### config.mk
export PLATFORM = sky130hd
export DESIGN_NAME = bcd6_counter
export DESIGN_NICKNAME = d
export VERILOG_FILES = /design/src/rtl/bcd6_pkg.sv /design/src/rtl/bcd6_cnt_front.sv /design/src/rtl/bcd6_decade.sv /design/src/rtl/bcd6_load_ctl.sv /design/src/rtl/bcd6_counter.sv
export SDC_FILE = /design/constraint.sdc
export NUM_CORES = 1
export LEC_CHECK = 0
export BUFFER_PORTS_ARGS = -buffer_cell sky130_fd_sc_hd__buf_4
export CAP_MARGIN = 20
export CORE_UTILIZATION = 57
export CTS_CLUSTER_SIZE = 12
export DETAILED_ROUTE_END_ITERATION = 8
export PLACE_DENSITY = 0.77
export RECOVER_POWER = 25
export SYNTH_ARGS = -nofsm -noshare
export SYNTH_HDL_FRONTEND = slang
export SYNTH_HIERARCHICAL = 1
export SYNTH_SLANG_ARGS = --single-unit
### constraint.sdc
create_clock -name clk -period 5.8 [get_ports clk]
set_input_delay 1.16 -clock clk [delete_from_list [all_inputs] [get_ports clk]]
set_output_delay 1.16 -clock clk [all_outputs]
set_load 0.02 [all_outputs]
### src/rtl/bcd6_pkg.sv
package bcd6_pkg;

    typedef logic [3:0] bcd_t;

    typedef struct packed {
        logic up;
        logic inh;
        logic rise;
        logic fall;
    } cnt_ev_t;

    typedef enum logic [1:0] {
        LD_IDLE  = 2'd0,
        LD_ARMED = 2'd1,
        LD_TAIL  = 2'd2
    } ld_state_t;

    function automatic bcd_t bcd_sat(input logic [3:0] raw);
        return (raw > 4'd9) ? 4'd9 : raw;
    endfunction

    function automatic bcd_t bcd_step(input bcd_t d, input logic up);
        if (up) return (d >= 4'd9) ? 4'd0 : d + 4'd1;
        else    return (d == 4'd0) ? 4'd9 : d - 4'd1;
    endfunction

endpackage

### src/rtl/bcd6_cnt_front.sv
module bcd6_cnt_front
    import bcd6_pkg::*;
#(
    parameter int SYNC_STAGES = 2
) (
    input  logic    clk,
    input  logic    rst,
    input  logic    cnt_in,
    input  logic    up_in,
    input  logic    inh_in,
    output cnt_ev_t ev
);
    localparam int LAST = SYNC_STAGES - 1;

    logic [2:0] stg [SYNC_STAGES];
    logic       prev_q;

    always_ff @(posedge clk) begin
        if (rst) begin
            for (int i = 0; i < SYNC_STAGES; i++) stg[i] <= '0;
            prev_q <= 1'b0;
        end else begin
            stg[0] <= {inh_in, up_in, cnt_in};
            for (int i = 1; i < SYNC_STAGES; i++) stg[i] <= stg[i-1];
            prev_q <= stg[LAST][0];
        end
    end

    always_comb begin
        ev.rise = stg[LAST][0] & ~prev_q;
        ev.fall = ~stg[LAST][0] & prev_q;
        ev.up   = stg[LAST][1];
        ev.inh  = stg[LAST][2];
    end
endmodule

### src/rtl/bcd6_decade.sv
module bcd6_decade
    import bcd6_pkg::*;
(
    input  logic clk,
    input  logic rst,
    input  logic clr,
    input  logic step_en,
    input  logic up,
    input  logic wr_en,
    input  bcd_t wr_val,
    output bcd_t digit
);
    always_ff @(posedge clk or posedge clr) begin
        if (clr)          digit <= '0;
        else if (rst)     digit <= '0;
        else if (wr_en)   digit <= wr_val;
        else if (step_en) digit <= bcd_step(digit, up);
    end
endmodule

### src/rtl/bcd6_load_ctl.sv
module bcd6_load_ctl
    import bcd6_pkg::*;
#(
    parameter int NDIG = 6
) (
    input  logic            clk,
    input  logic            rst,
    input  logic            load_req,
    input  logic [NDIG-1:0] strobe,
    output logic [NDIG-1:0] wr_sel,
    output logic            busy
);
    ld_state_t       state_q;
    logic [NDIG-1:0] strobe_q;
    logic [NDIG-1:0] rise;
    logic            one_rise;
    logic            wr;

    always_comb begin
        rise     = strobe & ~strobe_q;
        one_rise = (rise != '0) && ((rise & (rise - 1'b1)) == '0);
        wr       = (state_q == LD_ARMED) && one_rise;
        wr_sel   = wr ? rise : '0;
        busy     = (state_q != LD_IDLE);
    end

    always_ff @(posedge clk) begin
        if (rst) begin
            state_q  <= LD_IDLE;
            strobe_q <= '0;
        end else begin
            strobe_q <= strobe;
            unique case (state_q)
                LD_IDLE:  if (load_req) state_q <= LD_ARMED;
                LD_ARMED: if (wr)       state_q <= LD_TAIL;
                LD_TAIL:  state_q <= load_req ? LD_ARMED : LD_IDLE;
                default:  state_q <= LD_IDLE;
            endcase
        end
    end
endmodule

### src/rtl/bcd6_counter.sv
module bcd6_counter
    import bcd6_pkg::*;
#(
    parameter int NDIG        = 6,
    parameter int SYNC_STAGES = 2
) (
    input  logic              clk,
    input  logic              rst,
    input  logic              clr,
    input  logic              cnt_in,
    input  logic              up_dn,
    input  logic              cnt_hold,
    input  logic              load_req,
    input  logic [NDIG-1:0]   dig_strobe,
    input  logic [3:0]        load_bcd,
    output logic [4*NDIG-1:0] count_bcd,
    output logic              carry_o,
    output logic              zero_o
);
    localparam int VW = 4 * NDIG;

    cnt_ev_t         ev;
    logic [NDIG-1:0] wr_sel;
    logic            busy;
    logic            step;
    logic [NDIG-1:0] term;
    logic [NDIG-1:0] look;
    logic            carry_q;
    bcd_t            digit [NDIG];
    bcd_t            wr_val;

    bcd6_cnt_front #(.SYNC_STAGES(SYNC_STAGES)) front_i (
        .clk(clk), .rst(rst), .cnt_in(cnt_in),
        .up_in(up_dn), .inh_in(cnt_hold), .ev(ev)
    );

    bcd6_load_ctl #(.NDIG(NDIG)) load_i (
        .clk(clk), .rst(rst), .load_req(load_req),
        .strobe(dig_strobe), .wr_sel(wr_sel), .busy(busy)
    );

    assign wr_val = bcd_sat(load_bcd);
    // a write cycle takes the decade path; a coinciding count step is dropped
    assign step   = ev.rise & ~ev.inh & ~(|wr_sel);

    for (genvar i = 0; i < NDIG; i++) begin : g_dec
        assign term[i] = ev.up ? (digit[i] == 4'd9) : (digit[i] == 4'd0);
        if (i == 0) begin : g_lsd
            assign look[i] = 1'b1;
        end else begin : g_upper
            assign look[i] = &term[i-1:0];
        end
        bcd6_decade dec_i (
            .clk(clk), .rst(rst), .clr(clr),
            .step_en(step & look[i]), .up(ev.up),
            .wr_en(wr_sel[i]), .wr_val(wr_val), .digit(digit[i])
        );
        assign count_bcd[4*i +: 4] = digit[i];
    end

    always_ff @(posedge clk) begin
        if (rst)                   carry_q <= 1'b0;
        else if (step && (&term))  carry_q <= 1'b1;
        else if (ev.fall)          carry_q <= 1'b0;
    end

    assign carry_o = carry_q & ~busy;
    assign zero_o  = (count_bcd == {VW{1'b0}}) & ~busy;
endmodule

==> results by group <==
Global route
  • GRT Total Usage: 28.0%
  • Antenna violations before repair: 0
  • Wire length of the first global-routing pass: 14600 µm
  • Largest net degree at the start of global routing: 49
  • Vias in the first global route: 3113
  • GRT Residual Overflow: 0

Power and ir drop
  • Internal Power: 0.518 mW
  • Lkg Pwr: 1.81 nW
  • Max IR drop VDD: 0.128 mV
  • Seq pwr share: 41.2%
  • Sw Share: 33.0%
  • NetSw: 0.256 mW
  • PwrDens: 192 nW/µm²
  • Clk network pwr share: 30.7%
  • Comb pwr share: 28.1%

Yosys
  • Synth warn: 6
  • Post-synth cell types: 53
  • Syn Inst Count: 455
  • Post-synth top area share: 16.5%
  • Synth area leaders: dfrtp_1, dfxtp_1, ha_1, a21oi_1, nor2b_1
  • Syn nets: 496
  • Synthesized area per cell: 7.98 µm²
  • Sequential area share after synthesis: 25.4%
  • Post-synth top area cell: dfrtp_1
  • Synth Register Bits: 40
  • Mapped Area: 3630 µm²

Routing
  • Drt total wl: 8730 µm
  • Initial DRC count: 249
  • Via Count: 3499
  • Antenna viol nets, final: 0
  • DRT Pass-1 Iters: 5
  • Vias per inst: 6.20
  • Drt drc: 0
  • WL/cell: 15.5 µm

Cells and area
  • Register area: 921 µm²
  • Synth-to-Final Area Change: 11.1%
  • Fraction of layout cells with a size suffix above 1: 16.2%
  • Area occupied by multi-input gates: 2410 µm²
  • Nets@finish: 529
  • Antenna cells: 0
  • Fill cell count: 537
  • Commonest non-fill, non-tap cell in the layout: buf_4
  • Commonest cells after routing, fill and taps aside: buf_4, inv_1, a21oi_1

Timing
  • FMAX: 0.242 GHz
  • RSZ-0062 raised after global routing: false
  • Setup violators final: 0
  • Endpoints failing hold: 0
  • Slew Limit Fails: 0
  • Clk_skew: 0.0122 ns
  • TNS Setup: 0 ns
  • Tightest Pin Transition: 1.06 ns
  • Fin Hold WS: 0.454 ns
  • Minimum clock period: 4.13 ns
  • Max_slew headroom: 29.2%
  • Tcrit/Tclk final: 71.3%

Critical path
  • CP Launch Type: primary input
  • CP arrival: 4.35 ns
  • CP Capture Type: flop
  • Max stage delay on crit path: 0.75 ns
  • WS Path Type: primary input to flop
  • Max FO, Critical Path: 11
  • CP dominant cell by count: nor4_1
  • WP data required: 6.02 ns
  • Slowest cell on the critical path: nor4_1
  • Worst-path cell chain: buf_4 > nor2b_1 > o21ai_0 > o211ai_2 > nor3_1 > clkbuf_4 > nor4_1 > o2111a_1 > nand2_1 > nor4_1 > inv_1 > nor2_1 > o221ai_1 > a31oi_1
  • FF-to-FF path depth: 13

Floorplanning
  • Initial core utilization: 60.3%
  • Core ar.: 6030 µm²
  • Top-level I/O count: 43
  • Die ar.: 6690 µm²
  • Die W: 81.8 µm
  • Die height: 81.8 µm
  • Rows: 28

Clocking
  • Post-CTS Setup Bufs: 0
  • CTS root buffer: clkbuf_8
  • Post_cts resized: 0
  • CTS tree: yes
  • Cts bufs inserted: 5
  • Clk slew on worst S/H paths: 0.09 ns
  • Worst-Skew Late Latency: 0.30 ns
  • CTS Buffer Depth: 2
  • # hold bufs at CTS: 0
  • Clock sink count: 40
  • H-tree levels: 2

Flow run
  • Max-cap violations: 0

Hold path
  • Hold path depth: 1
  • Worst Hold Class: flop to flop

Run status
  • Status: complete, no violations

Place
  • Routability congestion estimate from global placement: 0.929
  • Buffers added on ports: 42
  • DPL Wire Length: 6210 µm
kinds of logic after synthesis:
group	count (synthesis)	synth area share [%]
adders and majority gates	24	8.27
DFF	40	25.4
muxes	6	1.65
and+or+nand+nor	199	32.6
AOI/OAI and AO/OA	124	23.2
buffers and inverters	60	8.27
xor gates and xnor gates	2	0.689
final cells by class:
cell class / count / area share, %
inverter: 38 / 3.53
clock inverter: 3 / 1.12
timing repair buffer: 48 / 8.78
clock buffer: 5 / 1.71
tap: 75 / 2.33
multi-input combinational: 355 / 59.7
sequential: 40 / 22.8
path summary, 6_finish.rpt:
kind	start	end	slack (ns)
max	dig_strobe[5]	g_dec[3].dec_i/digit[2]	1.67
min	front_i/stg[0][0]	front_i/stg[0][3]	0.45
max reg2reg	load_i/strobe_q[5]	g_dec[3].dec_i/digit[2]	2.30
min reg2reg	front_i/stg[0][0]	front_i/stg[0][3]	0.45
max in group asynchronous	clr	g_dec[1].dec_i/digit[0]	4.73
min in group asynchronous	clr	g_dec[2].dec_i/digit[3]	0.89
synthesized netlist by cell type, drive strengths merged:
library cell	count
nand2b	26
nor2b	28
o21ba	6
and2b	3
nand3	29
dfrtp	24
inv	38
a31o	1
nor4	8
mux2i	6
o211ai	3
nor3b	14
o31ai	18
nor2	31
clkbuf	7
a21oi	36
nand4bb	1
dfxtp	16
or2	1
a2111oi	2
nand2	11
and3	10
o21ai	17
o22ai	6
a31oi	18
nor3	20
buf	15
a21boi	1
o2111a	1
a211oi	8
ha	24
or3	3
nand3b	1
or4	1
or3b	6
or4b	6
a22oi	1
xnor2	2
o221ai	6
routing by layer:
metal | vias to the layer above | track usage [%] | wire length [µm]
met4 | 0 | 9.30 | 155
met1 | 1660 | 37.9 | 3990
met5 | - | 0 | 0
met3 | 13 | 3.00 | 436
met2 | 114 | 46.1 | 4150
li1 | 1712 | - | -
power groups by stage:
stage	logic, mW	clock network, mW	registers [mW]
floorplan	0.155	0	0.321
global placement	0.210	0	0.323
detailed placement	0.215	0	0.324
CTS	0.216	0.244	0.318
global route	0.241	0.254	0.322
finish	0.217	0.238	0.318
worst max-delay path, delay by kind of cell:
family                 cells  cell delay, ns
AND/OR/NAND/NOR            6            1.78
AO/OA/AOI/OAI              5            0.97
buffers and inverters      3            0.42
metrics by stage:
stage          setup WS, ns  power, mW  instance area (µm²)  util [%]  cells
2_1_floorplan          2.27      0.476                 3630         -    455
3_3_place_gp           1.69      0.533                 3910      64.9    554
3_5_place_dp           1.44      0.539                 3910      64.9    554
4_1_cts                1.70      0.778                 4030      66.8    562
5_1_grt                1.28      0.817                 4040      67.0    564
6_report               1.67      0.773                 4040      67.0    564
state kept, by name, summed over array words and instances (netlist names):
signal	flops
g_dec.dec_i/digit	24
load_i/strobe_q	6
front_i/stg	6
front_i/prev_q	1
load_i/state_q	2
carry_q	1
Note: power is estimated with default switching activity, not from simulation.
